==> src/rtl/exc_pkg.sv <==
package exc_pkg;
  localparam logic [31:0] VEC_BASE_NORMAL = 32'h8000_0000;
  localparam logic [31:0] VEC_BASE_BOOT   = 32'hBFC0_0200;
  localparam logic [31:0] VEC_OFF_REFILL  = 32'h0000_0000;
  localparam logic [31:0] VEC_OFF_GENERAL = 32'h0000_0180;

  localparam int unsigned CODE_W = 5;
  localparam logic [CODE_W-1:0] CODE_INT   = 5'd0;
  localparam logic [CODE_W-1:0] CODE_WATCH = 5'd23;

  typedef struct packed {
    logic bev;
    logic exl;
    logic ie;
    logic um;
  } stat_t;
endpackage

==> src/rtl/exc_accept.sv <==
module exc_accept
  import exc_pkg::*;
(
  input  logic              exc_req,
  input  logic [CODE_W-1:0] exc_code,
  input  logic              exl,
  input  logic              ie,
  input  logic              eret_req,
  input  logic              eret_in_delay,
  output logic              take,
  output logic              eret_ok,
  output logic              eret_bad
);
  logic is_int;
  logic is_watch;
  logic blocked;

  always_comb begin
    is_int   = (exc_code == CODE_INT);
    is_watch = (exc_code == CODE_WATCH);
    // interrupts need enable and level 0; watch needs level 0
    blocked  = (is_int && (exl || !ie)) || (is_watch && exl);
    take     = exc_req && !blocked;
    // an accepted exception always wins over a return
    eret_ok  = eret_req && !take && !eret_in_delay;
    eret_bad = eret_req && !take && eret_in_delay;
  end
endmodule

==> src/rtl/exc_vector_sel.sv <==
module exc_vector_sel
  import exc_pkg::*;
#(
  parameter int unsigned ADDR_W = 32
) (
  input  logic              bev,
  input  logic              refill,
  input  logic              exl_before,
  output logic [ADDR_W-1:0] vector
);
  logic [ADDR_W-1:0] base;
  logic [ADDR_W-1:0] offset;

  always_comb begin
    base   = bev ? ADDR_W'(VEC_BASE_BOOT) : ADDR_W'(VEC_BASE_NORMAL);
    // the refill slot is used only from a first-level fault
    offset = (refill && !exl_before) ? ADDR_W'(VEC_OFF_REFILL)
                                     : ADDR_W'(VEC_OFF_GENERAL);
    vector = base + offset;
  end
endmodule

==> src/rtl/exc_cp0_state.sv <==
module exc_cp0_state
  import exc_pkg::*;
#(
  parameter int unsigned ADDR_W   = 32,
  parameter int unsigned ASID_W   = 8,
  parameter int unsigned CE_W     = 2,
  parameter int unsigned VPN2_LSB = 13,
  localparam int unsigned VPN2_W  = ADDR_W - VPN2_LSB
) (
  input  logic              clk,
  input  logic              rst_n,
  input  logic              take,
  input  logic              eret_ok,
  input  logic              stat_we,
  input  stat_t             stat_wr,
  input  logic [CODE_W-1:0] exc_code,
  input  logic [CE_W-1:0]   exc_ce,
  input  logic              exc_tlb_class,
  input  logic              exc_bus_err,
  input  logic [ADDR_W-1:0] exc_pc,
  input  logic              exc_in_delay,
  input  logic [ADDR_W-1:0] exc_vaddr,
  input  logic [ASID_W-1:0] exc_asid,
  output stat_t             stat_q,
  output logic [ADDR_W-1:0] epc_q,
  output logic              bd_q,
  output logic [CODE_W-1:0] code_q,
  output logic [CE_W-1:0]   ce_q,
  output logic [ADDR_W-1:0] bva_q,
  output logic [VPN2_W-1:0] ehi_vpn2_q,
  output logic [ASID_W-1:0] ehi_asid_q,
  output logic [VPN2_W-1:0] ctx_vpn2_q
);
  // clock enables
  logic stat_en;
  logic epc_en;
  logic cause_en;
  logic tlb_en;

  // next-state values
  stat_t             stat_d;
  logic [ADDR_W-1:0] epc_d;
  logic              bd_d;
  logic [VPN2_W-1:0] vpn2_d;

  always_comb begin
    stat_en  = take || eret_ok || stat_we;
    epc_en   = take && !stat_q.exl;
    cause_en = take;
    tlb_en   = take && exc_tlb_class && !exc_bus_err;

    stat_d = stat_q;
    if (take) begin
      stat_d.exl = 1'b1;
    end else if (eret_ok) begin
      stat_d.exl = 1'b0;
    end else if (stat_we) begin
      stat_d = stat_wr;
    end

    if (exc_in_delay) begin
      epc_d = exc_pc - ADDR_W'(4);
      bd_d  = 1'b1;
    end else begin
      epc_d = exc_pc;
      bd_d  = 1'b0;
    end

    vpn2_d = exc_vaddr[ADDR_W-1:VPN2_LSB];
  end

  always_ff @(posedge clk or negedge rst_n) begin
    if (!rst_n) begin
      stat_q <= '{bev: 1'b1, exl: 1'b0, ie: 1'b0, um: 1'b0};
    end else if (stat_en) begin
      stat_q <= stat_d;
    end
  end

  always_ff @(posedge clk or negedge rst_n) begin
    if (!rst_n) begin
      epc_q <= '0;
      bd_q  <= 1'b0;
    end else if (epc_en) begin
      epc_q <= epc_d;
      bd_q  <= bd_d;
    end
  end

  always_ff @(posedge clk or negedge rst_n) begin
    if (!rst_n) begin
      code_q <= '0;
      ce_q   <= '0;
    end else if (cause_en) begin
      code_q <= exc_code;
      ce_q   <= exc_ce;
    end
  end

  always_ff @(posedge clk or negedge rst_n) begin
    if (!rst_n) begin
      bva_q      <= '0;
      ehi_vpn2_q <= '0;
      ehi_asid_q <= '0;
      ctx_vpn2_q <= '0;
    end else if (tlb_en) begin
      bva_q      <= exc_vaddr;
      ehi_vpn2_q <= vpn2_d;
      ehi_asid_q <= exc_asid;
      ctx_vpn2_q <= vpn2_d;
    end
  end
endmodule

==> src/rtl/exc_entry_ctrl.sv <==
module exc_entry_ctrl
  import exc_pkg::*;
#(
  parameter int unsigned ADDR_W   = 32,
  parameter int unsigned ASID_W   = 8,
  parameter int unsigned CE_W     = 2,
  parameter int unsigned VPN2_LSB = 13,
  localparam int unsigned VPN2_W  = ADDR_W - VPN2_LSB
) (
  input  logic              clk,
  input  logic              rst_n,
  input  logic              exc_req,
  input  logic [CODE_W-1:0] exc_code,
  input  logic [CE_W-1:0]   exc_ce,
  input  logic              exc_tlb_refill,
  input  logic              exc_tlb_class,
  input  logic              exc_bus_err,
  input  logic [ADDR_W-1:0] exc_pc,
  input  logic              exc_in_delay,
  input  logic [ADDR_W-1:0] exc_vaddr,
  input  logic [ASID_W-1:0] exc_asid,
  input  logic              eret_req,
  input  logic              eret_in_delay,
  input  logic              stat_we,
  input  logic              stat_bev,
  input  logic              stat_exl,
  input  logic              stat_ie,
  input  logic              stat_um,
  output logic              redir_valid,
  output logic [ADDR_W-1:0] redir_pc,
  output logic              kernel_mode,
  output logic              int_allowed,
  output logic              eret_err,
  output logic              llbit_clr,
  output logic [ADDR_W-1:0] epc_q,
  output logic              status_bev,
  output logic              status_exl,
  output logic              status_ie,
  output logic              status_um,
  output logic              cause_bd,
  output logic [CODE_W-1:0] cause_code,
  output logic [CE_W-1:0]   cause_ce,
  output logic [ADDR_W-1:0] badvaddr,
  output logic [VPN2_W-1:0] entryhi_vpn2,
  output logic [ASID_W-1:0] entryhi_asid,
  output logic [VPN2_W-1:0] context_vpn2
);
  // reset: asserted asynchronously, released on a clock edge
  logic rst_meta_n;
  logic rst_ok;

  always_ff @(posedge clk or negedge rst_n) begin
    if (!rst_n) begin
      rst_meta_n <= 1'b0;
      rst_ok     <= 1'b0;
    end else begin
      rst_meta_n <= 1'b1;
      rst_ok     <= rst_meta_n;
    end
  end

  stat_t             stat_q;
  stat_t             stat_wr;
  logic              take;
  logic              eret_ok;
  logic              eret_bad;
  logic [ADDR_W-1:0] vector;

  assign stat_wr = '{bev: stat_bev, exl: stat_exl, ie: stat_ie, um: stat_um};

  exc_accept u_accept (
    .exc_req       (exc_req),
    .exc_code      (exc_code),
    .exl           (stat_q.exl),
    .ie            (stat_q.ie),
    .eret_req      (eret_req),
    .eret_in_delay (eret_in_delay),
    .take          (take),
    .eret_ok       (eret_ok),
    .eret_bad      (eret_bad)
  );

  exc_vector_sel #(.ADDR_W(ADDR_W)) u_vec (
    .bev        (stat_q.bev),
    .refill     (exc_tlb_refill),
    .exl_before (stat_q.exl),
    .vector     (vector)
  );

  exc_cp0_state #(
    .ADDR_W   (ADDR_W),
    .ASID_W   (ASID_W),
    .CE_W     (CE_W),
    .VPN2_LSB (VPN2_LSB)
  ) u_state (
    .clk           (clk),
    .rst_n         (rst_ok),
    .take          (take),
    .eret_ok       (eret_ok),
    .stat_we       (stat_we),
    .stat_wr       (stat_wr),
    .exc_code      (exc_code),
    .exc_ce        (exc_ce),
    .exc_tlb_class (exc_tlb_class),
    .exc_bus_err   (exc_bus_err),
    .exc_pc        (exc_pc),
    .exc_in_delay  (exc_in_delay),
    .exc_vaddr     (exc_vaddr),
    .exc_asid      (exc_asid),
    .stat_q        (stat_q),
    .epc_q         (epc_q),
    .bd_q          (cause_bd),
    .code_q        (cause_code),
    .ce_q          (cause_ce),
    .bva_q         (badvaddr),
    .ehi_vpn2_q    (entryhi_vpn2),
    .ehi_asid_q    (entryhi_asid),
    .ctx_vpn2_q    (context_vpn2)
  );

  // redirect and pulse outputs
  logic              redir_valid_d;
  logic [ADDR_W-1:0] redir_pc_d;
  logic              redir_pc_en;

  always_comb begin
    redir_valid_d = take || eret_ok;
    redir_pc_en   = redir_valid_d;
    redir_pc_d    = take ? vector : epc_q;
  end

  always_ff @(posedge clk or negedge rst_ok) begin
    if (!rst_ok) begin
      redir_valid <= 1'b0;
      eret_err    <= 1'b0;
      llbit_clr   <= 1'b0;
    end else begin
      redir_valid <= redir_valid_d;
      eret_err    <= eret_bad;
      llbit_clr   <= eret_ok;
    end
  end

  always_ff @(posedge clk or negedge rst_ok) begin
    if (!rst_ok) begin
      redir_pc <= '0;
    end else if (redir_pc_en) begin
      redir_pc <= redir_pc_d;
    end
  end

  assign status_bev  = stat_q.bev;
  assign status_exl  = stat_q.exl;
  assign status_ie   = stat_q.ie;
  assign status_um   = stat_q.um;
  assign kernel_mode = stat_q.exl || !stat_q.um;
  assign int_allowed = stat_q.ie && !stat_q.exl;
endmodule

==> config.mk <==
export PLATFORM = sky130hd
export DESIGN_NAME = exc_entry_ctrl
export DESIGN_NICKNAME = d
export VERILOG_FILES = /design/src/rtl/exc_pkg.sv /design/src/rtl/exc_accept.sv /design/src/rtl/exc_vector_sel.sv /design/src/rtl/exc_cp0_state.sv /design/src/rtl/exc_entry_ctrl.sv
export SDC_FILE = /design/constraint.sdc
export NUM_CORES = 1
export LEC_CHECK = 0
export BUFFER_PORTS_ARGS = -buffer_cell sky130_fd_sc_hd__buf_4
export CAP_MARGIN = 20
export CELL_PAD_IN_SITES_DETAIL_PLACEMENT = 1
export CELL_PAD_IN_SITES_GLOBAL_PLACEMENT = 2
export CORE_ASPECT_RATIO = 1.4
export CORE_UTILIZATION = 31
export CTS_CLUSTER_DIAMETER = 100
export DETAILED_ROUTE_END_ITERATION = 7
export GPL_ROUTABILITY_DRIVEN = 0
export PLACE_DENSITY_LB_ADDON = 0.1
export SYNTH_ARGS = -nofsm -noshare
export SYNTH_HDL_FRONTEND = slang
export SYNTH_HIERARCHICAL = 1
export SYNTH_SLANG_ARGS = --single-unit
export TNS_END_PERCENT = 20
==> constraint.sdc <==
create_clock -name clk -period 10 [get_ports clk]
set_input_delay 1.5 -clock clk [delete_from_list [all_inputs] [get_ports clk]]
set_output_delay 1.5 -clock clk [all_outputs]
set_load 0.01 [all_outputs]
* Word-level counts from Yosys, hierarchy flattened
Cells that the tools add are included.
** Cells by class
- Reductions and logical operators :: 27
- Add/sub/neg operators :: 2
- $lt $le $gt $ge :: 0
- Multiplexer cells :: 8
- Equality and inequality tests :: 1
- $mul :: 0
- Divide/modulo/power cells :: 0
- Bitwise gates (word level) :: 2
- Shifts and indexed selects :: 0
** Operators with widths (number)
- 2-to-1 mux 32 bit :: 2
- adder 32 bit :: 1
- subtractor 32 x 3 -> 32 bit, second input constant :: 1
- 2-to-1 mux 30 bit :: 1
- logical AND 1 bit :: 11
- 2-to-1 mux 9 bit :: 1
- logical NOT 1 bit :: 7
- == test 5 bit, second input constant :: 1
- logical NOT 5 bit :: 1
- logical OR 1 bit :: 5
- AND reduction 4 bit :: 1
- 2-to-1 mux 1 bit :: 3
- 2-to-1 mux 3 bit :: 1
- nonzero test 3 bit :: 1
- NOT 1 bit :: 2
- AND reduction 2 bit :: 1
** Storage, ports and cells
- Memories kept :: 0
- RAM bits :: 0
- Register bits after elaboration :: 140
- Word-level logic and storage cells :: 57
- Bits in latches :: 0
- Memory bits (read-only) :: 0
- Output and inout port bits :: 159

* Logic depth before layout (Yosys ltp)
- Depth in word-level cells :: 12
- Depth in mapped cells :: 8
- Gate-level depth less buffers :: 7

* Cells and area by module
Netlist, hierarchy kept.
** By module, submodules not included
- exc_cp0_state :: cells an instance 357, times used 1, area each 4036.4 um2, seq. area each 2103.3 um2
- exc_entry_ctrl :: cells an instance 148, times used 1, area each 1654.1 um2, seq. area each 925.9 um2
- exc_vector_sel :: cells an instance 34, times used 1, area each 246.5 um2, seq. area each 0.0 um2
- exc_accept :: cells an instance 11, times used 1, area each 76.3 um2, seq. area each 0.0 um2

* Least setup slack after synthesis
OpenSTA, ideal clock, no wires.
- Path kind :: input-to-reg
- From :: input port exc_code[3]
- To :: register u_state.bva_q[0]
- Buffers on the path :: 2
- Arrival :: 3138 ps
- Cell stages on the path :: 7
- Required time :: 9875 ps
- Path slack :: 6737 ps
- Setup time :: 125 ps
- Cell sequence :: and4b_1 nand3_2 and3_2 clkbuf_1 nand3b_1 buf_1 mux2_2
** On the way
- Longest elaborated chain between the ends :: 7
** Ends and longest elaborated chain
- from (decl) :: line exc_entry_ctrl.sv:13 : input logic [CODE_W-1:0] exc_code,
- == test 5 bit / logical NOT 5 bit (equally long branches) :: line exc_accept.sv:20, exc_accept.sv:19
- logical AND 1 bit :: line exc_accept.sv:22 : blocked = (is_int && (exl || !ie)) || (is_watch && exl);
- logical OR 1 bit (*) :: line exc_accept.sv:22
- logical NOT 1 bit (*) :: line exc_accept.sv:23 : take = exc_req && !blocked;
- logical AND 1 bit (*) :: line exc_accept.sv:23
- net take :: line exc_entry_ctrl.sv:64 : logic take;
- logical AND 1 bit (*) (2 in a row) :: line exc_cp0_state.sv:50 : tlb_en = take && exc_tlb_class && !exc_bus_err;
- to (signal assigned) :: line exc_cp0_state.sv:107 : bva_q <= exc_vaddr;
- to (decl) :: line exc_cp0_state.sv:29 : output logic [ADDR_W-1:0] bva_q,
Mark *: on every way through the listed nets, which the timed path passes. The rest lies on a longest branch.
A chain may end at the register's enable or synchronous reset.

* Final worst setup path
- From :: input port exc_code[2]
- To :: register u_state.epc_q[17]
** On the way
- Longest elaborated chain between the ends :: 6
** Ends and longest elaborated chain
- == test 5 bit / logical NOT 5 bit (equally long branches) :: line exc_accept.sv:20, exc_accept.sv:19
- logical AND 1 bit :: line exc_accept.sv:22
- logical OR 1 bit (*) :: line exc_accept.sv:22
- logical NOT 1 bit (*) :: line exc_accept.sv:23
- logical AND 1 bit (*) :: line exc_accept.sv:23
- net take :: line exc_entry_ctrl.sv:64
- logical AND 1 bit (*) :: line exc_cp0_state.sv:48 : epc_en = take && !stat_q.exl;
- to (signal assigned) :: line exc_cp0_state.sv:85 : epc_q <= epc_d;
- to (decl) :: line exc_cp0_state.sv:25 : output logic [ADDR_W-1:0] epc_q,
Marked as above.

==> results_dict.tcl <==
set metrics [dict create \
    syn_to_final_growth_pct 36.6 \
    syn_area_per_cell_sq_um 10.9 \
    start_util 0.319 \
    hold_viol 0 \
    grt_pass1_vias 4972 \
    cts_resized 0 \
    start_kind "input pin" \
    vias_per_cell 4.74 \
    post-route-min-period_ns 3.64 \
    setup_viol 0 \
    grt_use_met2 0.344 \
    yosysSeqAreaShare 0.504 \
    vias 4762 \
    cts_made_buffers 17 \
    grt_pass1_wl_mm 28.4 \
    firstDrtPassIters 4 \
    ys_seq_elements 121 \
    reg2reg_slack_ns 6.95 \
    ys_types 49 \
    nFillCells 2078 \
    fin_tns_setup_ns 0 \
    route.detailed.drc 0 \
    clk_path_buf_depth 2 \
    fmax_mhz 275 \
    drt_iter0_drc 115 \
    p_leak_uw 0.00373 \
    p_per_area_nw_per_um2 206 \
    cts.htree.levels 4 \
    grt_max_degree 78 \
    core_area_sq_um 18800 \
    cts_setup_buffers 0 \
    grt_overflow 0 \
    die_x_um 120 \
    busiest_layer "met2" \
    finalClockSkew_ns 0.00669 \
    worst_r2r_path_depth 7 \
    syn_area_sq_um 6010 \
    cts_root_buf "clkbuf_16" \
    arrival_ns 3.93 \
    diodes 0 \
    drv_cap 0 \
    drtAntennaViolNets 0 \
    hold_path_class "register to async pin" \
    yosys_warnings 6 \
    antenna_found_initial 0 \
    worstSkewPairLatency_ns 0.41 \
    r2r-end "u_state/epc_q[17]" \
    fp-row-count 59 \
    regArea_sq_um 3030 \
    cp_max_fo 77 \
    fin_util 0.436 \
    dieArea_sq_um 20000 \
    io_pins 252 \
    cts_tree "yes" \
    r2r-start "u_state/stat_q[2]" \
    rsz0062_at_grt "no" \
    nNetsFinal 841 \
    outcome "completed" \
    placedCellCount 972 \
    synthCells 550 \
    cp-end-kind "register" \
    cp.required_ns 10.29 \
    slew_headroom 0.359 \
    layout-drive-gt1-share 0.458 \
    ir_drop_uv 109 \
    worstSetupPathType "input pin to register" \
    routed_wl_mm 18.1 \
    holdBufCountCts 0 \
    use_met3 0.0517 \
    power.total_uw 1700 \
    multi_input_area_sq_um 2370 \
    synthFlopType "dfrtp_1" \
    cts_num_sinks 121 \
    wl_per_cell_um 18.0 \
    dpl.hpwl_mm 13.6 \
    numPortBuffers 251 \
    tightest_slew_ns 0.962 \
    synth_enable_flop_cells 0 \
    cts.clk_slew.worst_paths_ns 0.06 \
    use_met1 0.205 \
    slew_viol_final 0 \
    layout.cells.non_filler 1004 \
    grt_usage 0.187 \
    period_share 0.364 \
    async_flop_share 1.00 \
    die_y_um 167 \
]
-- worst max path at each step --
| stage | startpoint | end | slack, ns |
|---|---|---|---|
| after global routing | exc_code[2] | u_state/epc_q[17] | 6.13 |
| after CTS | exc_code[2] | u_state/epc_q[17] | 6.36 |
| after detailed placement | exc_code[2] | u_state/epc_q[17] | 5.91 |
| after global placement | exc_code[2] | u_state/epc_q[17] | 5.99 |
| after floorplan | rst_ok | eret_err | 6.38 |
| final | exc_code[2] | u_state/epc_q[17] | 6.36 |
-- final cells by class --
cell class / count / share of cell area
multi-input cells: 348 / 0.288
well taps: 244 / 0.0372
inverters: 3 / 0.00137
clock inverters: 12 / 0.0154
flip-flops and latches: 121 / 0.369
clock buffers: 20 / 0.0544
repair buffers: 256 / 0.234
-- stage by stage --
| stage | instance area (sq um) | hold WS, ns | worst slack [ns] |
|---|---|---|---|
| 2_1_floorplan | 6080 | 0.331 | 6.38 |
| 4_1_cts | 8210 | 0.360 | 6.36 |
| 6_report | 8210 | 0.340 | 6.36 |
| 3_5_place_dp | 7640 | 0.346 | 5.91 |
| 5_1_grt | 8210 | 0.361 | 6.13 |
| 3_3_place_gp | 7640 | 0.337 | 5.99 |
-- layout by cell type (no fill, tap or decap), types with 3 or more instances in the layout --
master / instances
a31oi_1: 17
buf_4: 256
clkbuf_16: 17
clkinv_2: 4
clkinvlp_4: 5
conb_1: 22
dfrtp_1: 119
inv_1: 3
mux2_2: 50
mux2i_1: 33
nand2_1: 59
nand2b_1: 5
nand3_1: 4
nand4b_1: 4
nor2_1: 22
nor3_1: 10
o21ai_0: 20
o21ai_1: 29
o31ai_1: 8
o41ai_1: 5
or3_1: 9
or4_1: 12
xnor2_1: 8
xor2_1: 3
-- cell usage after synthesis, types with 2 or more instances --
cell | n | share of area
nand2_1 | 59 | 0.037
buf_1 | 6 | 0.0037
nor2_1 | 22 | 0.014
buf_2 | 6 | 0.0050
nand3b_1 | 2 | 0.0025
conb_1 | 3 | 0.0019
mux2_2 | 50 | 0.094
xor2_1 | 3 | 0.0044
nand4b_1 | 4 | 0.0058
nand4_1 | 2 | 0.0021
o31ai_1 | 8 | 0.010
or3_1 | 9 | 0.0094
inv_1 | 3 | 0.0019
xnor2_1 | 8 | 0.012
nand3_1 | 4 | 0.0033
nor2b_1 | 2 | 0.0021
buf_4 | 70 | 0.087
or4_1 | 12 | 0.015
a31oi_1 | 17 | 0.018
mux2i_1 | 33 | 0.055
dfrtp_1 | 120 | 0.50
clkbuf_1 | 11 | 0.0069
buf_12 | 3 | 0.010
o21ai_1 | 29 | 0.024
nor4_1 | 2 | 0.0021
or4b_1 | 2 | 0.0033
o21ai_0 | 20 | 0.017
nor3_1 | 10 | 0.0083
nand2b_1 | 5 | 0.0052
or2_2 | 2 | 0.0021
o41ai_1 | 5 | 0.0073
-- flip-flops by register name, indices dropped and copies added (netlist names), 2 cells and up --
| signal | cells |
|---|---|
| redir_pc | 32 |
| u_state/bva_q | 32 |
| u_state/ce_q | 2 |
| u_state/code_q | 5 |
| u_state/ehi_asid_q | 8 |
| u_state/epc_q | 32 |
| u_state/stat_q | 4 |
-- worst max-delay path: stages --
cell,delay [ns]
buf_4,0.12
and4b_1,0.21
nand3_2,0.11
and3_2,0.18
buf_4,0.62
nand2b_1,0.71
a21oi_1,0.35
nand3_1,0.10
-- where the power goes --
part	switching (uW)	leakage, uW	total (uW)	internal, uW
Combinational	197	0.00203	437	239
Sequential	81.7	0.00143	664	582
Clock	224	0.000268	595	371
Total	503	0.00373	1700	1190
-- layer usage --
layer,wire length (um),part of all wire
met1,6950,0.38
met2,9790,0.54
met3,1120,0.062
met4,211,0.012
met5,0,0
-- cell families after synthesis --
logic type	Yosys count	share of synthesized area
AND/OR/NAND/NOR	147	0.128
flip-flops	121	0.504
buffers and inverters	100	0.117
AO/OA/AOI/OAI	84	0.0828
multiplexers	83	0.149
XOR/XNOR	11	0.0160
other	3	0.00187
adder cells (fa/ha/maj)	1	0.00208
Note: power is estimated with default switching activity, not from simulation.
